===== src/rtl/adc_fifo_pkg.sv =====
package adc_fifo_pkg;
  // strobes from control to datapath, all qualified (already accepted)
  typedef struct packed {
    logic wrEn;
    logic rdEn;
    logic clear;
  } fifo_strobe_t;
endpackage


===== src/rtl/adc_fifo_ctrl.sv =====
module adc_fifo_ctrl
  import adc_fifo_pkg::*;
#(
  parameter int DEPTH = 4
) (
  input  logic         clk,
  input  logic         rstN,
  input  logic         pushReq,
  input  logic         popReq,
  input  logic         flush,
  output fifo_strobe_t strobe,
  output logic         empty,
  output logic         almostFull,
  output logic         full,
  output logic         overflow,
  output logic         underflow
);
  localparam int CNT_W = $clog2(DEPTH + 1);
  localparam logic [CNT_W-1:0] CNT_FULL = CNT_W'(DEPTH);
  localparam logic [CNT_W-1:0] CNT_AFULL = CNT_W'(DEPTH - 1);

  logic [CNT_W-1:0] count;
  logic wrOk, rdOk;

  assign empty      = (count == '0);
  assign full       = (count == CNT_FULL);
  assign almostFull = (count == CNT_AFULL);

  // acceptance uses the state at the start of the cycle
  assign wrOk = pushReq && !flush && !overflow && !full;
  assign rdOk = popReq && !flush && !underflow && !empty;

  assign strobe.wrEn  = wrOk;
  assign strobe.rdEn  = rdOk;
  assign strobe.clear = flush;

  always_ff @(posedge clk or negedge rstN) begin
    if (!rstN) begin
      count     <= '0;
      overflow  <= 1'b0;
      underflow <= 1'b0;
    end else if (flush) begin
      count     <= '0;
      overflow  <= 1'b0;
      underflow <= 1'b0;
    end else begin
      case ({wrOk, rdOk})
        2'b10:   count <= count + 1'b1;
        2'b01:   count <= count - 1'b1;
        default: count <= count;
      endcase
      if (pushReq && full) overflow <= 1'b1;
      if (popReq && empty) underflow <= 1'b1;
    end
  end

  assert_full_push_sets_ovf_R4: assert property (@(posedge clk) disable iff (!rstN)
    full && pushReq && !flush |=> overflow);
  assert_ovf_sticky_R5: assert property (@(posedge clk) disable iff (!rstN)
    overflow && !flush |=> overflow);
  assert_ovf_no_growth_R5: assert property (@(posedge clk) disable iff (!rstN)
    overflow && !flush && !popReq |=> $stable(count));
  assert_unf_sticky_R7: assert property (@(posedge clk) disable iff (!rstN)
    underflow && !flush |=> underflow);
  assert_flush_clears_R9: assert property (@(posedge clk) disable iff (!rstN)
    flush |=> empty && !overflow && !underflow);
  assert_rdwr_keeps_count_R10: assert property (@(posedge clk) disable iff (!rstN)
    strobe.wrEn && strobe.rdEn |=> $stable(count));
  assert_flags_onehot_R3: assert property (@(posedge clk) disable iff (!rstN)
    $onehot0({empty, almostFull, full}));
endmodule


===== src/rtl/adc_fifo_dpath.sv =====
module adc_fifo_dpath
  import adc_fifo_pkg::*;
#(
  parameter int DEPTH  = 4,
  parameter int DATA_W = 12
) (
  input  logic              clk,
  input  logic              rstN,
  input  fifo_strobe_t      strobe,
  input  logic [DATA_W-1:0] wrData,
  output logic [DATA_W-1:0] rdData
);
  localparam int PTR_W = (DEPTH > 1) ? $clog2(DEPTH) : 1;

  logic [DATA_W-1:0] mem [DEPTH];
  logic [PTR_W-1:0]  wrPtr, rdPtr;

  function automatic logic [PTR_W-1:0] nextPtr(input logic [PTR_W-1:0] p);
    return (p == PTR_W'(DEPTH - 1)) ? '0 : p + 1'b1;
  endfunction

  always_ff @(posedge clk or negedge rstN) begin
    if (!rstN) begin
      wrPtr  <= '0;
      rdPtr  <= '0;
      rdData <= '0;
    end else if (strobe.clear) begin
      wrPtr  <= '0;
      rdPtr  <= '0;
      rdData <= '0;
    end else begin
      if (strobe.wrEn) wrPtr <= nextPtr(wrPtr);
      if (strobe.rdEn) begin
        rdPtr  <= nextPtr(rdPtr);
        rdData <= mem[rdPtr];
      end
    end
  end

  for (genvar i = 0; i < DEPTH; i++) begin : g_slot
    always_ff @(posedge clk) begin
      if (strobe.wrEn && !strobe.clear && wrPtr == PTR_W'(i)) mem[i] <= wrData;
    end
  end

  assert_rd_hold_R2: assert property (@(posedge clk) disable iff (!rstN)
    !strobe.rdEn && !strobe.clear |=> $stable(rdData));
  assert_clear_zero_R9: assert property (@(posedge clk) disable iff (!rstN)
    strobe.clear |=> rdData == '0 && wrPtr == rdPtr);
endmodule


===== src/rtl/adc_sample_fifo.sv =====
module adc_sample_fifo
  import adc_fifo_pkg::*;
#(
  parameter int DEPTH  = 4,
  parameter int DATA_W = 12
) (
  input  logic              clk,
  input  logic              rstN,
  input  logic              adcValid,
  input  logic [DATA_W-1:0] adcData,
  input  logic              busWrValid,
  input  logic [DATA_W-1:0] busWrData,
  input  logic              rdReq,
  input  logic              flush,
  output logic [DATA_W-1:0] rdData,
  output logic              empty,
  output logic              almostFull,
  output logic              full,
  output logic              overflow,
  output logic              underflow
);
  fifo_strobe_t      strobe;
  logic              pushReq;
  logic [DATA_W-1:0] pushData;

  // converter result wins over a same-cycle dummy write
  assign pushReq  = adcValid || busWrValid;
  assign pushData = adcValid ? adcData : busWrData;

  adc_fifo_ctrl #(.DEPTH(DEPTH)) u_ctrl (
    .clk(clk), .rstN(rstN), .pushReq(pushReq), .popReq(rdReq), .flush(flush),
    .strobe(strobe), .empty(empty), .almostFull(almostFull), .full(full),
    .overflow(overflow), .underflow(underflow)
  );

  adc_fifo_dpath #(.DEPTH(DEPTH), .DATA_W(DATA_W)) u_dpath (
    .clk(clk), .rstN(rstN), .strobe(strobe), .wrData(pushData), .rdData(rdData)
  );

  assert_unf_rd_hold_R7: assert property (@(posedge clk) disable iff (!rstN)
    underflow && !flush |=> $stable(rdData));
endmodule


===== config.mk =====
export PLATFORM = sky130hd
export DESIGN_NAME = adc_sample_fifo
export DESIGN_NICKNAME = d
export VERILOG_FILES = /design/src/rtl/adc_fifo_pkg.sv /design/src/rtl/adc_fifo_ctrl.sv /design/src/rtl/adc_fifo_dpath.sv /design/src/rtl/adc_sample_fifo.sv
export SDC_FILE = /design/constraint.sdc
export NUM_CORES = 1
export LEC_CHECK = 0
export BUFFER_PORTS_ARGS = -buffer_cell sky130_fd_sc_hd__buf_2
export CAP_MARGIN = 10
export CORE_MARGIN = 2
export CORE_UTILIZATION = 61
export CTS_BUF_LIST = sky130_fd_sc_hd__clkbuf_16
export CTS_CLUSTER_SIZE = 20
export DETAILED_ROUTE_END_ITERATION = 16
export PLACE_DENSITY = 0.84
export SETUP_SLACK_MARGIN = 0.3
export SLEW_MARGIN = 0
export SYNTH_ARGS = -nofsm -noshare
export SYNTH_HDL_FRONTEND = slang
export SYNTH_HIERARCHICAL = 1
export SYNTH_SLANG_ARGS = --single-unit

===== constraint.sdc =====
create_clock -name clk -period 3.52 [get_ports clk]
set_input_delay 0.352 -clock clk [delete_from_list [all_inputs] [get_ports clk]]
set_output_delay 0.352 -clock clk [all_outputs]
set_load 0.02 [all_outputs]

Word level (Yosys, flattened, before mapping) --
Memory sizes are Yosys's and may differ from the RTL's. Cells that the tools add are included.
Storage, ports and cells: flip-flop bits (word level) 21, latch bits 0, memory bits (writable) 48, ROM bits 0, input bits 30, output and inout bits 17, logic and storage cells 80, memories 1
Operators by class: add/sub/neg operators 4, $mul 0, div/mod/pow operators 0, order comparisons 0, eq/ne operators 8, shifts and indexed selects 0, mux-type cells 32, bitwise operators 0, reduce and logical (&&, ||, !) cells 29
Memory list:
- u_dpath.mem | words 4, bits a word 12, read ports 1, clocked after Yosys merged registers in 0, write ports 1, line adc_fifo_dpath.sv:15 | logic [DATA_W-1:0] mem [DEPTH];
Operators by type and width (number):
- $mux 12 | 6
- $reduce_or 12->1 | 3
- $mux 2 | 9
- $mux 1 | 15
- $logic_and 1x1->1 | 13
- $eq 2x2->1 const B | 4
- $reduce_bool 2->1 | 4
- $pmux 3 s2 | 1
- $logic_not 1->1 | 5
- $add 2x1->2 const B | 2
- $eq 2x1->1 const B | 2
- $add 3x1->3 const B | 1
- $eq 3x2->1 const B | 1
- $eq 3x3->1 const B | 1
- $logic_not 3->1 | 1
- $mux 3 | 1
- $reduce_bool 3->1 | 1
- $sub 3x1->3 const B | 1
- $logic_not 2->1 | 1
- $logic_or 1x1->1 | 1

Longest topological paths before layout --
Gate-level depths: netlist (run 1).
word-level depth 12, gate-level depth with buffers 8, gate-level depth less buffers 7

Modules after synthesis --
The synthesis (run 1) kept the hierarchy.
By module, submodules not included:
- adc_fifo_dpath | times used 1, cells an instance 143, area an instance 2617.5 um^2, seq. area each 1841.8 um^2
- adc_fifo_ctrl | times used 1, cells an instance 41, area an instance 390.4 um^2, seq. area each 125.1 um^2
- adc_sample_fifo | times used 1, cells an instance 14, area an instance 186.4 um^2, seq. area each 0.0 um^2

Worst setup path before layout (run 1) --
OpenSTA, ideal clock, no wires.
kind register to register, from register u_ctrl.count[0], to register u_ctrl.count[2], library setup time 82 ps, data arrival time 2357 ps, data required time 3438 ps, slack 1082 ps, stages on the path, launching flop included 7, path buffers 0, clock period less this slack 2438 ps, cells stage by stage dfrtp_1 > nor3_2 > a2111oi_4 > fa_1 > or4_1 > a21o_2 > a31oi_1
On the way: word-level cells in the longest chain between the ends 6, elaborated cells on any way between the ends 13, classes of those cells add/sub (2); eq/ne (3); mux (2); reduce/logical (6)
RTL lines:
- from (decl) | line adc_fifo_ctrl.sv:22 | logic [CNT_W-1:0] count;
- from (signal assigned) | line adc_fifo_ctrl.sv:48 | 2'b10: count <= count + 1'b1;
- from (signal assigned) | line adc_fifo_ctrl.sv:49 | 2'b01: count <= count - 1'b1;
- from (signal assigned) | line adc_fifo_ctrl.sv:50 | default: count <= count;
- $logic_not 3->1 (*) | line adc_fifo_ctrl.sv:25 | assign empty = (count == '0);
- via empty | line adc_sample_fifo.sv:16 | output logic empty,
- $logic_not 1->1 (*) | line adc_fifo_ctrl.sv:31 | assign rdOk = popReq && !flush && !underflow && !empty;
- $logic_and 1x1->1 (*) | line adc_fifo_ctrl.sv:31
- $eq 2x1->1 or $eq 2x2->1 (tied branches) | line adc_fifo_ctrl.sv:47 | case ({wrOk, rdOk})
- $pmux 3 s2 | line adc_fifo_ctrl.sv:47
- $mux 3 | line adc_fifo_ctrl.sv:42 | end else if (flush) begin
Mark *: on every way through the listed nets, which the timed path passes. The rest lies on a longest branch. A chain may end at the register's enable or synchronous reset.

Worst setup path after layout (run 1) --
from register u_ctrl.count[0], to register u_ctrl.count[2]
On the way: word-level cells in the longest chain between the ends 6, elaborated cells on any way between the ends 13, classes of those cells add/sub (2); eq/ne (3); mux (2); reduce/logical (6)
RTL lines (line):
- $eq 3x3->1 or $logic_not 3->1 (tied branches) | adc_fifo_ctrl.sv:26, adc_fifo_ctrl.sv:25
- $logic_not 1->1 (on tied branches) | adc_fifo_ctrl.sv:30, adc_fifo_ctrl.sv:31
- $logic_and 1x1->1 (on tied branches) | adc_fifo_ctrl.sv:30, adc_fifo_ctrl.sv:31
- $eq 2x1->1 or $eq 2x2->1 (tied branches) | adc_fifo_ctrl.sv:47
- $pmux 3 s2 | adc_fifo_ctrl.sv:47
- $mux 3 | adc_fifo_ctrl.sv:42
Several ways; a longest one is shown, not always the timed one.

==> results of run 1 <==
[worst min-delay path, cell delays in order]
cell,delay (ns)
buf_2,0.09
a21oi_1,0.06
nor2_1,0.09
[cells by family after synthesis]
| logic type | Yosys count |
|---|---|
| buffers and inverters | 17 |
| multiplexers | 38 |
| AO/OA/AOI/OAI | 25 |
| adder cells (fa/ha/maj) | 6 |
| AND/OR/NAND/NOR | 43 |
| flip-flops | 69 |
[layer usage]
| layer | wire length [um] | share of wire | vias up |
|---|---|---|---|
| li1 | - | - | 865 |
| met1 | 2450 | 0.41 | 897 |
| met2 | 3050 | 0.51 | 53 |
| met3 | 288 | 0.049 | 14 |
| met4 | 141 | 0.024 | 0 |
| met5 | 0 | 0 | - |
[Yosys cell counts]
cell / number / area [um^2]
nand3b_1: 1 / 7.51
or3b_1: 7 / 61.3
o221ai_1: 2 / 17.5
edfxtp_1: 48 / 1440
o211ai_1: 1 / 7.51
nor3_2: 1 / 10.0
mux2_2: 3 / 33.8
a21o_2: 1 / 8.76
nor3_1: 2 / 10.0
nor2_1: 6 / 22.5
nand2b_1: 3 / 18.8
nor2b_1: 1 / 6.26
mux2i_1: 26 / 260
nor3b_1: 1 / 7.51
and3_2: 1 / 7.51
mux2_4: 9 / 135
nand2_1: 1 / 3.75
dfrtp_1: 21 / 526
ha_1: 5 / 62.6
buf_4: 5 / 37.5
inv_1: 5 / 18.8
buf_8: 1 / 15.0
o2111a_1: 1 / 11.3
o41ai_1: 1 / 8.76
nand3_1: 1 / 5.00
a21oi_1: 4 / 20.0
or4_1: 1 / 7.51
o221ai_2: 10 / 150
or3b_4: 2 / 22.5
or3b_2: 7 / 61.3
a31oi_1: 1 / 6.26
and2b_2: 1 / 8.76
o21ai_0: 3 / 15.0
buf_6: 5 / 56.3
or2_2: 1 / 6.26
and2_1: 5 / 31.3
clkbuf_2: 1 / 5.00
a2111oi_4: 1 / 27.5
fa_1: 1 / 20.0
nor3b_2: 1 / 12.5
[path summary, 6_finish.rpt]
kind | endpoint
worst max register to register | u_ctrl/count[2]
worst min-delay path | u_ctrl/underflow
min in group asynchronous | u_ctrl/count[1]
worst max-delay path | u_ctrl/count[2]
worst min register to register | u_ctrl/underflow
max in group asynchronous | u_dpath/rdData[4]
[power groups by stage]
stage                     logic [W]  registers [W]  clock network (W)
after global routing       0.000348       0.000984           0.000988
final                      0.000320       0.000978           0.000940
after floorplan            0.000212        0.00100                  0
after detailed placement   0.000316       0.000991                  0
after CTS                  0.000324       0.000978           0.000953
after global placement     0.000302       0.000987                  0
[registers in the layout, indices dropped and copies added (netlist names)]
signal and cells:
u_ctrl/count 3, u_ctrl/overflow 1, u_ctrl/underflow 1, u_dpath/mem 48
u_dpath/rdData 12, u_dpath/rdPtr 2, u_dpath/wrPtr 2
[area by class of cell]
cell class	instances	share of cell area
multi-input cells	112	0.292
well taps	70	0.0234
flip-flops and latches	69	0.525
inverters	5	0.00501
repair buffers	50	0.0701
clock buffers	9	0.0601
clock inverters	7	0.0240
[metrics by stage]
step	hold WS [ns]	utilization	setup WS (ns)	area, um^2
2_1_floorplan	0.0564	-	1.08	3190
3_3_place_gp	0.338	0.674	1.24	3420
3_5_place_dp	0.341	0.674	1.17	3420
4_1_cts	0.297	0.738	1.09	3750
5_1_grt	0.340	0.738	0.977	3750
6_report	0.304	0.738	1.09	3750
[what timing repair did]
action | in CTS | in global routing
endpoints found under the hold margin | 21 | 0
endpoints found under the setup margin | 0 | 0
hold buffers | 1 | 0
resized for setup | 0 | 0
==> impl_metrics.yaml, run 1 <==
clock_network:
  cts_tree: "done"
  clkTransAtPathRegs_ns: 0.05
  clock-sinks: 69
  post-cts-setup-buffers: 0
  cts-root-buf: "clkbuf_16"
  clk_latency_ns: 0.33
  cts_made_buffers: 9
  h-tree-depth: 3
  cts_buffer_depth: 2
global_routing:
  busiest_layer: "met2"
  grt_pass1_vias: 1867
  overflow: 0
  grt_use_met1: 0.275
  use_met3: 0.0616
  grt_max_degree: 28
  grt_antenna_before_repair: 0
  grt_first_pass_wirelength_um: 9520
  grtUsageTotal: 0.223
  use_met2: 0.364
logic_synthesis:
  synthMuxAreaShare: 0.134
  synth_fp_nets: 234
  synthAdderAreaFrac: 0.0259
  synth_area_mm2: 0.00319
  yosys_register_bits: 69
  synth_cell_types: 40
  syn_avg_cell_area_um2: 16.1
  synth_top_family_by_area: "multiplexers"
  synth_compound_area_frac: 0.0854
  synth-simple-area-share: 0.0971
  synthXorXnorAreaFrac: 0
  syn_inst: 198
  ys_warn_count: 6
  ys_seq_area_frac: 0.616
timing:
  max-slew-margin-rel: 0.368
  drv_slew: 0
  post-route-min-period_ns: 2.43
  rsz0062_at_grt: "no"
  worstMarginPinSlew_ns: 0.948
  period_share: 0.690
  setup_violations: 0
  hold_viol_final: 0
  tns_ns: 0
  fmax_ghz: 0.412
  fin_skew_ns: 0.00544
placement:
  hpwl_um: 3760
  placed_cells: 305
  place.gp.congestion: 0.770
  portBuffers: 46
layout:
  fillers: 338
  nets: 283
  diodes: 0
  final_cell_mix: "edfxtp_1, buf_2, mux2i_1"
  instances_no_fill: 322
  drive_gt1_frac: 0.405
  areaGrowthSynthToFinish_pct: 17.3
  final_common_cell: "edfxtp_1"
  regArea_mm2: 0.00197
  multi_input_area_mm2: 0.00109
pwr:
  intPower_w: 0.00168
  vdd_drop_max_mv: 0.418
  power.switching_w: 0.000560
  comb_power_share: 0.143
  pwr-share-clk: 0.420
  cellLeakagePower_nw: 1.45
  seqPwrFrac: 0.437
  power_w: 0.00224
  p_per_area_mw_per_mm2: 597
  switching_share: 0.250
floorplan:
  core.rowCount: 26
  coreArea_mm2: 0.00507
  die_h_um: 76.4
  ios: 47
  dieArea_mm2: 0.00583
  start_util: 0.629
  fp.dieW_um: 76.4
route:
  drtPass1Iterations: 5
  final_antenna_net_count: 0
  vias_per_cell: 5.68
  vias: 1829
  wl_um: 5930
  drt_iter0_markers: 70
  drt-wirelength-per-cell_um: 18.4
  drc_errors: 0
setup_path:
  slowest_stage: "or4_1"
  path_class: "flip-flop to flip-flop"
  cp_max_fo: 7
  r2r.worst_path.cells: 6
  path_buf_inv: 0
  cp_num_cells: 6
  r2r_start: "u_ctrl/count[0]"
  end_kind: "flip-flop"
  r2r_slack_ns: 1.09
  cpPeakStageDelay_ns: 0.57
  cp.arrival_ns: 2.68
  cp.required_ns: 3.77
  critPathTopFamily: "simple AND/OR/NAND/NOR gates"
  crit_start: "u_ctrl/count[0]"
  crit_chain: "nor3_2 > a2111oi_4 > fa_1 > or4_1 > a21o_2 > a31oi_1"
  startpoint_type: "flip-flop"
worst_hold_path:
  whs_path_depth: 3
  min-delay-start: "rdReq"
  hold_class: "input port to flip-flop"
run_status:
  status: "finished clean"
job:
  cap_violations: 0
No activity file was read; power rests on OpenSTA's default activity.
==> run 2: changes to the inputs <==
CORE_UTILIZATION = 56   (was 61)
PLACE_DENSITY = 0.78   (was 0.84)
clock period = 2.29 ns   (was 3.52 ns; I/O delays follow)
==> run 2 against run 1 <==
Effect of this change:
- non-clock buffer count up 16
- clock skew down 0.0017 ns
- sequential power up 52%
- combinational power up 120%
- hold slack worse by 0.13 ns
- cell area up 5.2%
- maximum frequency up 15%
- via count up 4.4%
- critical endpoint unchanged
- die area up 8.4%
- sequential share of layout area down 2.5 points
- global-route usage down 0.58 points
- utilization down 2.2 points
==> impl_metrics.yaml, run 2 (synthesized netlist as in run 1, its figures left out) <==
layout:
  areaGrowthSynthToFinish_pct: 23.4
  largest-register: "u_dpath/mem"
  instances_no_fill: 341
  final_cell_mix: "edfxtp_1, buf_2, mux2i_1"
  nets: 300
  diodes: 0
  final_common_cell: "edfxtp_1"
  largest_register_ff_count: 48
  largest_registers: "u_dpath/mem (48), u_dpath/rdData (12), u_ctrl/count (3)"
  drive_gt1_frac: 0.483
timing:
  setup_violations: 0
  fin_skew_ns: 0.00374
  post-route-min-period_ns: 2.12
  fmax_ghz: 0.473
  max-slew-margin-rel: 0.647
  drv_slew: 0
  setup_ws_ns: 0.174
  period_share: 0.924
  rsz0062_at_grt: "yes"
  worstMarginPinSlew_ns: 0.529
  tns_ns: 0
  hold_viol_final: 0
global_routing:
  overflow: 0
  grt_pass1_vias: 1987
  grt_antenna_before_repair: 0
  grt_max_degree: 24
  grtUsageTotal: 0.217
  grt_first_pass_wirelength_um: 9820
worst_hold_path:
  min-delay-start: "rdReq"
  hold_class: "input port to flip-flop"
route:
  drt_iter0_markers: 77
  wl_um: 6280
  drt-wirelength-per-cell_um: 18.4
  drc_errors: 0
  vias_per_cell: 5.60
  vias: 1910
  final_antenna_net_count: 0
  drtPass1Iterations: 4
placement:
  placed_cells: 314
  pre_cts_slack_ns: 0.134
  portBuffers: 46
  hpwl_um: 3850
  place.gp.congestion: 0.739
clock_network:
  cts_buffer_depth: 2
  clkTransAtPathRegs_ns: 0.05
  clk_latency_ns: 0.32
  cts-root-buf: "clkbuf_16"
  cts_made_buffers: 9
  cts_tree: "done"
  clock-sinks: 69
  h-tree-depth: 3
floorplan:
  fp.dieW_um: 79.5
  core.rowCount: 27
  die_h_um: 79.5
  start_util: 0.580
  ios: 47
  dieArea_mm2: 0.00632
  coreArea_mm2: 0.00551
setup_path:
  end_kind: "flip-flop"
  r2r_start: "u_ctrl/count[0]"
  cp.arrival_ns: 2.36
  startpoint_type: "flip-flop"
  crit_start: "u_ctrl/count[0]"
  cp_max_fo: 5
  path_class: "flip-flop to flip-flop"
  cp.required_ns: 2.54
job:
  cap_violations: 0
pwr:
  vdd_drop_max_mv: 0.631
  power_w: 0.00353
  cellLeakagePower_nw: 1.56
  p_per_area_mw_per_mm2: 895
run_status:
  status: "finished clean"
==> run 2: cell types whose count changed in the layout (fill, tap and decap cells not counted), sizes merged <==
| cell | previous run | this run |
|---|---|---|
| inv | 5 | 6 |
| buf | 49 | 65 |
| or3b | 16 | 17 |
| bufinv | 2 | 1 |
==> run 2: metrics by stage <==
| stage | util | instance area (um^2) | hold slack, ns |
|---|---|---|---|
| floorplan | - | 3220 | -0.0666 |
| global placement | 0.634 | 3490 | 0.241 |
| detailed placement | 0.634 | 3490 | 0.241 |
| CTS | 0.703 | 3870 | 0.152 |
| global route | 0.716 | 3940 | 0.209 |
| finish | 0.716 | 3940 | 0.176 |
==> run 2: cell type report <==
type                       count  area (um^2)
clock inverter                 7         67.6
timing repair buffer          66          405
sequential                    69         1970
clock buffer                   9          225
multi-input combinational    113         1160
fill                         368         1570
inverter                       5         18.8
tap                           72         90.1
==> run 2: worst paths after layout <==
| check | to | slack (ns) | cells past startpoint |
|---|---|---|---|
| worst min register to register | u_ctrl/overflow | 0.52 | 2 |
| worst min-delay path | u_ctrl/underflow | 0.18 | 3 |
| max in group asynchronous | u_ctrl/count[1] | 1.50 | 2 |
| worst max-delay path | u_ctrl/count[2] | 0.17 | 7 |
| min in group asynchronous | u_dpath/rdData[5] | 0.41 | 2 |
| worst max register to register | u_ctrl/count[2] | 0.17 | 7 |
==> run 2: timing repair <==
action,4_1_cts,5_1_grt
setup endpoints to repair,62,49
setup buffers,8,1
gates resized for setup,6,18
hold buffers,1,0
endpoints found under the hold margin,21,0
gates cloned,1,0
pin swaps,3,3
==> run 2: worst max-delay path, stage by stage, from the launching register on <==
cell and delay, ns:
dfrtp_2 0.42, buf_4 0.16, nor3_4 0.21, a2111oi_4 0.07
fa_2 0.42, or4_4 0.43, a21o_2 0.20, a31oi_1 0.12
==> run 2: where the power goes <==
part / switching, W / total (W) / internal, W
registers: 0.0000510 / 0.00149 / 0.00143
logic: 0.000377 / 0.000713 / 0.000336
clock network: 0.000494 / 0.00133 / 0.000835
==> run 2: per-layer routing <==
| metal | wire, um | vias to the layer above | global-route usage | share of wire |
|---|---|---|---|---|
| li1 | - | 895 | - | - |
| met1 | 2760 | 951 | 0.268 | 0.44 |
| met2 | 3140 | 53 | 0.362 | 0.50 |
| met3 | 275 | 11 | 0.0701 | 0.044 |
| met4 | 107 | 0 | 0.0707 | 0.017 |
| met5 | 0 | - | 0 | 0 |
==> run 3: changes to the inputs <==
ABC_AREA = 1   (was unset)
==> run 3 against run 2 <==
Effect of this change:
- sequential share of layout area rose by 2.4 points
- worst setup slack improved by 0.24 ns
- utilization fell by 3.3 points
- count of clock-buffer cells in the layout did not move
- cell count rose by 27%
- sequential power barely moved
- global-route usage rose by 0.49 points
- via count rose by 14%
- critical path depth rose by 5
- die area fell by 0.30%
- cell area fell by 4.6%
- largest cell class unchanged
==> impl_metrics.yaml, run 3 <==
timing:
  period_share: 0.819
  worstMarginPinSlew_ns: 0.606
  setup_violations: 0
  hold_viol_final: 0
  max-slew-margin-rel: 0.596
  post-route-min-period_ns: 1.88
  tns_ns: 0
  fin_skew_ns: 0.00827
  fmax_ghz: 0.533
  drv_slew: 0
  rsz0062_at_grt: "no"
pwr:
  cellLeakagePower_nw: 1.75
  vdd_drop_max_mv: 0.583
  p_per_area_mw_per_mm2: 969
layout:
  final_common_cell: "nand2_1"
  final_cell_mix: "nand2_1, edfxtp_1, buf_2"
  nets: 392
  largest_register_ff_count: 48
  fillers: 409
  stdcell_area_mm2: 0.00376
  largest_registers: "u_dpath/mem (48), u_dpath/rdData (12), u_ctrl/count (3)"
  largest-register: "u_dpath/mem"
  diodes: 0
  drive_gt1_frac: 0.247
  areaGrowthSynthToFinish_pct: 18.0
  utilization: 0.683
logic_synthesis:
  async_flop_share: 0.304
  synth_area_leaders: "edfxtp_1, dfrtp_1, nand2_1"
  syn_inst: 306
  ys_seq_area_frac: 0.618
  ys.flop_type: "edfxtp_1"
  yosys.area.top_type: "edfxtp_1"
  synth_edf_count: 48
  syn_avg_cell_area_um2: 10.4
  ys_warn_count: 6
  synth_cell_types: 32
  synth.top_cells.by_count: "nand2_1, edfxtp_1, nand3_1"
  yosysMostFrequentCell: "nand2_1"
  synth_fp_nets: 342
  synth_top_cell_area_share: 0.453
  yosys_register_bits: 69
  synth_area_mm2: 0.00318
route:
  vias_per_cell: 5.05
  drt_iter0_markers: 99
  wl_um: 6080
  final_antenna_net_count: 0
  drt-wirelength-per-cell_um: 14.0
  vias: 2185
  drc_errors: 0
  drtPass1Iterations: 4
floorplan:
  coreArea_mm2: 0.00551
  dieArea_mm2: 0.00631
  start_util: 0.578
  fp.dieW_um: 79.4
  die_h_um: 79.4
  core.rowCount: 27
  ios: 47
global_routing:
  use_met2: 0.358
  grt_max_degree: 25
  grt_first_pass_wirelength_um: 10300
  overflow: 0
  use_met3: 0.0543
  grtUsageTotal: 0.222
  busiest_layer: "met2"
  grt_use_met1: 0.292
  grt_antenna_before_repair: 0
  grt_pass1_vias: 2130
setup_path:
  path_class: "flip-flop to flip-flop"
  cp_max_fo: 5
  cpPeakStageDelay_ns: 0.42
  crit_chain: "inv_2 > nand3_4 > inv_4 > nor2_8 > nand2_4 > inv_1 > fa_1 > xor2_1 > nand3b_1 > nand2_1 > inv_1 > nand2_1"
  startpoint_type: "flip-flop"
  cp.arrival_ns: 2.08
  end_kind: "flip-flop"
  cp.required_ns: 2.50
  r2r.worst_path.cells: 12
  slowest_stage: "dfrtp_1"
clock_network:
  cts_made_buffers: 9
  cts-resized-gates: 0
  cts_tree: "done"
  clk_latency_ns: 0.33
  post-cts-setup-buffers: 0
  cts_buffer_depth: 2
  h-tree-depth: 3
  cts-root-buf: "clkbuf_16"
  clkTransAtPathRegs_ns: 0.06
  clock-sinks: 69
job:
  cap_violations: 0
placement:
  place.gp.congestion: 0.772
  placed_area_mm2: 0.00343
  hpwl_um: 4020
  portBuffers: 46
worst_hold_path:
  whs_path_depth: 3
  hold_class: "input port to flip-flop"
run_status:
  status: "finished clean"
run 3: worst max-delay path, delay by kind of cell, from the launching register on:
kind,cells,cell delay (ns)
AND/OR/NAND/NOR,6,0.45
flip-flops,1,0.42
adder cells (fa/ha/maj),1,0.38
buffers and inverters,4,0.35
XOR/XNOR,1,0.18
run 3: cell families after synthesis:
logic type | count (synthesis) | synth area share
flip-flops | 69 | 0.618
XOR/XNOR | 1 | 0.00275
AO/OA/AOI/OAI | 6 | 0.0122
adder cells (fa/ha/maj) | 6 | 0.0259
AND/OR/NAND/NOR | 188 | 0.276
buffers and inverters | 36 | 0.0652
run 3: final timing paths:
path | start | endpoint | slack [ns]
worst max-delay path | u_ctrl/count[2] | u_ctrl/count[2] | 0.41
worst min-delay path | rdReq | u_ctrl/underflow | 0.19
worst max register to register | u_ctrl/count[2] | u_ctrl/count[2] | 0.41
worst min register to register | u_dpath/rdData[11] | u_dpath/rdData[11] | 0.47
max in group asynchronous | rstN | u_ctrl/count[2] | 1.59
min in group asynchronous | rstN | u_dpath/wrPtr[0] | 0.39
run 3: report_power, final:
part           switching, W  internal, W  leakage (nW)  total [W]
clock              0.000493     0.000946         0.153    0.00144
combinational      0.000455     0.000224         0.878   0.000679
sequential        0.0000745      0.00145         0.722    0.00152
run 3: cell type report:
class / count / area [um^2] / area share
Multi-Input combinational cell: 201 / 1010 / 0.269
Sequential cell: 69 / 1970 / 0.523
Clock inverter: 7 / 88.8 / 0.0236
Inverter: 22 / 92.6 / 0.0246
Clock buffer: 9 / 225 / 0.0599
Timing Repair Buffer: 53 / 285 / 0.0759
Tap cell: 72 / 90.1 / 0.0240
run 3: metrics by stage:
stage                     setup WS (ns)  power (W)  hold slack [ns]  cells
after floorplan                   0.344    0.00208          -0.0666    306
after CTS                         0.416    0.00367            0.184    433
final                             0.415    0.00364            0.188    433
after global routing              0.303    0.00381            0.214    433
after global placement            0.459    0.00220            0.209    416
after detailed placement          0.439    0.00223            0.213    416
run 3: repair_timing:
item	in CTS	in global routing
endpoints found under the setup margin	0	0
hold buffers	1	0
endpoints found under the hold margin	21	0
run 3: metal layers:
layer	up-vias	wire (um)
li1	1109	-
met1	979	2700
met2	88	2900
met3	9	354
met4	0	121
met5	-	0
